### src/rtl/refseq_pkg.sv
package refseq_pkg;

    localparam int LIM_W    = 12;
    localparam int REF_BAND = 256;

    typedef struct packed {
        logic [LIM_W-1:0] hi;
        logic [LIM_W-1:0] lo;
    } lim_pair_t;

    // triangular profile over a half cycle of n entries
    function automatic int profile(input int a, input int n);
        int half;
        int step;
        half = n / 2;
        step = (1 << (LIM_W - 1)) / half;
        return (a < half) ? a * step : (n - 1 - a) * step;
    endfunction

    function automatic int table_entry(input bit upper, input int a, input int n);
        return upper ? profile(a, n) + REF_BAND : profile(a, n);
    endfunction

endpackage

### src/rtl/refseq_addr.sv
module refseq_addr #(
    parameter int ADDR_W = 8
) (
    input  logic              clk,
    input  logic              rst,
    input  logic              zc,
    input  logic              samp_en,
    output logic              rd,
    output logic [ADDR_W-1:0] rd_addr,
    output logic [ADDR_W-1:0] addr_q
);
    localparam logic [ADDR_W-1:0] LAST = '1;

    assign rd      = zc | samp_en;
    assign rd_addr = zc ? '0 : addr_q;

    always_ff @(posedge clk) begin
        if (rst) begin
            addr_q <= '0;
        end else if (zc) begin
            addr_q <= ADDR_W'(1);
        end else if (samp_en && addr_q != LAST) begin
            addr_q <= addr_q + ADDR_W'(1);
        end
    end
endmodule

### src/rtl/refseq_rom.sv
module refseq_rom #(
    parameter int ADDR_W = 8,
    parameter int DATA_W = 12,
    parameter bit UPPER  = 1'b1
) (
    input  logic              clk,
    input  logic              rst,
    input  logic              rd,
    input  logic [ADDR_W-1:0] rd_addr,
    output logic [DATA_W-1:0] q
);
    localparam int DEPTH = 1 << ADDR_W;

    always_ff @(posedge clk) begin
        if (rst) begin
            q <= '0;
        end else if (rd) begin
            q <= DATA_W'(refseq_pkg::table_entry(UPPER, int'(rd_addr), DEPTH));
        end
    end
endmodule

### src/rtl/refseq_mag.sv
module refseq_mag #(
    parameter int MAG_W    = 12,
    parameter int VOLT_W   = 12,
    parameter int KP_SHIFT = 4,
    parameter int MAG_INIT = 1024
) (
    input  logic             clk,
    input  logic             rst,
    input  logic             zc,
    input  logic [VOLT_W-1:0] v_set,
    input  logic [VOLT_W-1:0] v_meas,
    input  logic [MAG_W-1:0] mag_min,
    input  logic [MAG_W-1:0] mag_max,
    output logic [MAG_W-1:0] mag_q
);
    localparam int SUM_W = MAG_W + 2;
    localparam int EXT_W = SUM_W - (VOLT_W + 1);

    logic signed [VOLT_W:0] err;
    logic signed [VOLT_W:0] delta;
    logic signed [SUM_W-1:0] sum;
    logic signed [SUM_W-1:0] capped;
    logic [MAG_W-1:0]        next_mag;

    always_comb begin
        err   = $signed({1'b0, v_set}) - $signed({1'b0, v_meas});
        delta = err >>> KP_SHIFT;
        sum   = $signed({2'b00, mag_q}) + $signed({{EXT_W{delta[VOLT_W]}}, delta});
        capped = sum;
        if (capped > $signed({2'b00, mag_max})) capped = $signed({2'b00, mag_max});
        if (capped < $signed({2'b00, mag_min})) capped = $signed({2'b00, mag_min});
        next_mag = capped[MAG_W-1:0];
    end

    always_ff @(posedge clk) begin
        if (rst) begin
            mag_q <= MAG_W'(MAG_INIT);
        end else if (zc) begin
            mag_q <= next_mag;
        end
    end
endmodule

### src/rtl/refseq_scale.sv
module refseq_scale #(
    parameter int DATA_W = 12,
    parameter int MAG_W  = 12
) (
    input  logic [DATA_W-1:0] hi_raw,
    input  logic [DATA_W-1:0] lo_raw,
    input  logic [MAG_W-1:0]  mag,
    output refseq_pkg::lim_pair_t lim
);
    localparam int PROD_W = DATA_W + MAG_W;

    logic [PROD_W-1:0] p_hi;
    logic [PROD_W-1:0] p_lo;
    logic [DATA_W-1:0] s_hi;
    logic [DATA_W-1:0] s_lo;

    always_comb begin
        p_hi   = PROD_W'(hi_raw) * PROD_W'(mag);
        p_lo   = PROD_W'(lo_raw) * PROD_W'(mag);
        s_hi   = DATA_W'(p_hi >> MAG_W);
        s_lo   = DATA_W'(p_lo >> MAG_W);
        lim.hi = s_hi;
        lim.lo = (s_lo > s_hi) ? s_hi : s_lo;
    end
endmodule

### src/rtl/refseq_top.sv
module refseq_top #(
    parameter int ADDR_W   = 8,
    parameter int DATA_W   = refseq_pkg::LIM_W,
    parameter int MAG_W    = 12,
    parameter int VOLT_W   = 12,
    parameter int KP_SHIFT = 4,
    parameter int MAG_INIT = 1024
) (
    input  logic              clk,
    input  logic              rst,
    input  logic              samp_en,
    input  logic              zc,
    input  logic [VOLT_W-1:0] v_set,
    input  logic [VOLT_W-1:0] v_meas,
    input  logic [MAG_W-1:0]  mag_min,
    input  logic [MAG_W-1:0]  mag_max,
    output logic [DATA_W-1:0] lim_hi,
    output logic [DATA_W-1:0] lim_lo,
    output logic              lim_valid
);
    logic              rd;
    logic [ADDR_W-1:0] rd_addr;
    logic [ADDR_W-1:0] addr_q;
    logic [MAG_W-1:0]  mag_q;
    logic [DATA_W-1:0] raw [2];
    logic              vld_q;
    refseq_pkg::lim_pair_t lim;

    refseq_addr #(.ADDR_W(ADDR_W)) u_addr (
        .clk(clk), .rst(rst), .zc(zc), .samp_en(samp_en),
        .rd(rd), .rd_addr(rd_addr), .addr_q(addr_q)
    );

    // index 0: upper table, index 1: lower table
    for (genvar g = 0; g < 2; g++) begin : g_tbl
        refseq_rom #(.ADDR_W(ADDR_W), .DATA_W(DATA_W), .UPPER(g == 0)) u_rom (
            .clk(clk), .rst(rst), .rd(rd), .rd_addr(rd_addr), .q(raw[g])
        );
    end

    refseq_mag #(
        .MAG_W(MAG_W), .VOLT_W(VOLT_W), .KP_SHIFT(KP_SHIFT), .MAG_INIT(MAG_INIT)
    ) u_mag (
        .clk(clk), .rst(rst), .zc(zc), .v_set(v_set), .v_meas(v_meas),
        .mag_min(mag_min), .mag_max(mag_max), .mag_q(mag_q)
    );

    refseq_scale #(.DATA_W(DATA_W), .MAG_W(MAG_W)) u_scale (
        .hi_raw(raw[0]), .lo_raw(raw[1]), .mag(mag_q), .lim(lim)
    );

    always_ff @(posedge clk) begin
        if (rst) vld_q <= 1'b0;
        else     vld_q <= rd;
    end

    assign lim_hi    = lim.hi;
    assign lim_lo    = lim.lo;
    assign lim_valid = vld_q;
endmodule

### config.mk
export PLATFORM = sky130hd
export DESIGN_NAME = refseq_top
export DESIGN_NICKNAME = d
export VERILOG_FILES = /design/src/rtl/refseq_pkg.sv /design/src/rtl/refseq_addr.sv /design/src/rtl/refseq_rom.sv /design/src/rtl/refseq_mag.sv /design/src/rtl/refseq_scale.sv /design/src/rtl/refseq_top.sv
export SDC_FILE = /design/constraint.sdc
export NUM_CORES = 1
export LEC_CHECK = 0
export ABC_AREA = 1
export ABC_CLOCK_PERIOD_IN_PS = 9300
export CORE_ASPECT_RATIO = 1.4
export CORE_MARGIN = 2
export CORE_UTILIZATION = 45
export CTS_BUF_LIST = sky130_fd_sc_hd__clkbuf_16
export CTS_CLUSTER_SIZE = 24
export DETAILED_ROUTE_END_ITERATION = 16
export DONT_BUFFER_PORTS = 1
export PLACE_DENSITY = 0.59
export SYNTH_ARGS = -nofsm -noshare
export SYNTH_HDL_FRONTEND = slang
export SYNTH_SLANG_ARGS = --single-unit
### constraint.sdc
create_clock -name clk -period 9.3 [get_ports clk]
set_input_delay 1.86 -clock clk [delete_from_list [all_inputs] [get_ports clk]]
set_output_delay 1.86 -clock clk [all_outputs]
set_load 0.05 [all_outputs]
==> out/qor.txt <==
Clk slew on worst S/H paths: 0.05 ns
Drt drc: 0
Routability congestion estimate: 0.871
Sum Neg Setup Slack: 0 ns
Syn_area_per_cell: 7.06 sq um
Initial core utilization: 0.460
Crit path arrival time: 6.85 ns
Clk_lat worst skew: 0.28 ns
Sequential cell area: 658 sq um
Fillers: 2,110
Reg2reg setup slack: 4.01 ns
Hold depth: 2
RR Startpoint: u_mag.mag_q[0]
Worst hold start: u_addr.addr_q[4]
H-tree levels: 2
CTS tree: done
Number of global-route vias before repair: 7,577
Crit. Startpoint: g_tbl[0].u_rom.q[6]
Register area share after synthesis: 0.0699
Final Cycle Share: 0.937
Met2 Use GR: 0.378
CTS Hold Bufs: 0
Post-DP HPWL: 18.3 mm
Endpoints failing hold: 0
Slew of the pin with the lowest slew margin: 0.744 ns
FF-to-FF path depth: 32
All-Layer GR Usage: 0.195
DRT iter0 DRCs: 179
Final Cell Area: 9730 sq um
Setup Buffers After CTS: 0
Critical path endpoint category: output pin
Critical path class: flop to output pin
CTS buffer count: 5
Initial antenna violation count: 0
Post-CTS sizing: 0
Overflow after GRT: 0
Mapped Area: 9170 sq um
Hold/Removal Path Class: flop to flop
Vias/cell: 4.87
Slew Viols, Final: 0
Setup WS post-layout: 0.590 ns
Post-Syn Instances: 1,299
Via count: 7,556
TritonCTS Sinks: 32
Max_cap viols: 0
Placed cells: 1,543
#FFs+latches synth: 32
GRT Max-Usage Layer: met2
CTS Root Cell: clkbuf_16
Antenna-violating nets left: 0
PwrDens: 112 nW/um^2
Met1 usage: 0.229
Crit path max-delay cell type: dfxtp_1
Pre-CTS setup slack: 0.439 ns
Multi-input gate area: 7180 sq um
Crit-path max cell delay: 0.54 ns
F_max: 0.115 GHz
Worst rel slew slack: 0.502
Die Y: 173 um
Placed Area: 9540 sq um
Ys Warns: 0
# IOs: 77
CP Data Required Time: 7.44 ns
Primary FF master, synth: dfxtp_1
Die area: 21,500 sq um
Post-synth top area cell: fa_1
Final setup viols: 0
Distinct cells, synth: 45
Top-area cell type share of the netlist area: 0.227
CP Launch Type: flop
Critical Path Fanout Max: 18
First-pass GRT wire length: 35.1 mm
Die Wd: 125 um
Synth top area cells: fa_1 (23%), ha_1 (22%), nand2_1 (14%)
Routed wire length: 20.5 mm
Async set or reset register ratio after synthesis: 0
Core Rows: 61
DRT Pass-1 Iters: 4
Post-synth EDFFs: 0
Ant diodes: 0
Clk buf depth: 2
Placeable core area: 19,900 sq um
Outcome: finished clean
Worst path most repeated cell: nand2_1
IO Port Bufs: 0
Worst Skew: 0.00449 ns
Layout cells sized above 1: 0.0624
Area growth from synthesis to layout: 6.16%
Layout Cells excl Fill: 1,551
RSZ-0062 raised after global routing: no
Minimum clock period: 8.71 ns
Peak supply drop: 0.000143 V
Largest net degree at the start of global routing: 24
Leakage: 0.00611 uW
Layout net count: 1,616
Routed len/inst: 13.2 um
Met3 usage in global routing: 0.0118
## synth_stat cells (6+ instances only)
| cell type | number |
|---|---|
| clkbuf_1 | 31 |
| nor2_1 | 32 |
| nor3_1 | 9 |
| fa_1 | 104 |
| a21o_1 | 6 |
| ha_1 | 162 |
| xor2_1 | 24 |
| nand2_2 | 15 |
| nand2_1 | 343 |
| xnor2_1 | 15 |
| a21oi_1 | 61 |
| o21ai_0 | 35 |
| inv_1 | 316 |
| dfxtp_1 | 32 |
| and2_1 | 6 |
| nand3_1 | 51 |
## stage by stage
step                hold slack, ns  utilization  total power [uW]
global route                 0.503        0.488              1220
finish                       0.472        0.488              1090
CTS                          0.477        0.487              1100
detailed placement           0.468        0.479               914
floorplan                    0.448            -               769
global placement             0.466        0.479               907
## placed cells by master (no fill, tap or decap), drive strengths merged, types with 15 or more instances in the layout
master / synthesis / routed
ha: 162 / 162
nand3: 52 / 52
o21ai: 41 / 41
xnor2: 15 / 15
nand2: 362 / 362
fa: 104 / 104
xor2: 24 / 24
dfxtp: 32 / 32
buf: 6 / 28
nor2: 34 / 34
a21oi: 62 / 62
inv: 318 / 319
## kinds of logic after synthesis
family | Yosys count | share of synthesized area
compound gates | 129 | 0.0788
xor+xnor | 39 | 0.0373
fa+ha+maj | 266 | 0.448
buf+inv | 356 | 0.147
flops | 32 | 0.0699
other cells | 1 | 0.000409
simple gates | 476 | 0.218
## layout make-up
cell class                      instances  share of cell area
Inverter                              319               0.123
Timing Repair Buffer                   28              0.0216
Tap cell                              252              0.0324
Multi-Input combinational cell        912               0.738
Clock buffer                            5              0.0129
Sequential cell                        32              0.0676
Clock inverter                          3             0.00399
## sequential cells by signal, summed over array words and instances, names as in the netlist
signal	flops
u_mag.mag_q	12
u_addr.addr_q	8
lim_valid	1
g_tbl.u_rom.q	11
## metal layers
layer,up-vias,routed length [um]
li1,3942,-
met1,3454,8800
met2,131,10900
met3,29,455
met4,0,432
met5,-,0
## worst max-delay path: cells and delay by family, from the launching register on
family / cells / cell delay [ns]
and+or+nand+nor: 15 / 1.85
adders and majority gates: 7 / 2.75
AOI/OAI and AO/OA: 3 / 0.55
buffers and inverters: 6 / 0.88
DFF: 1 / 0.54
## final timing paths
kind                 endpoint
min          u_addr.addr_q[4]
max                 lim_lo[8]
max reg2reg    u_mag.mag_q[3]
min reg2reg  u_addr.addr_q[4]
## report_power, final
group          internal, uW  leakage [uW]  switching (uW)
Clock                   125     0.0000850            60.4
Sequential              152      0.000266            45.6
Combinational           254       0.00576             453
Note: power is estimated with default switching activity, not from simulation.
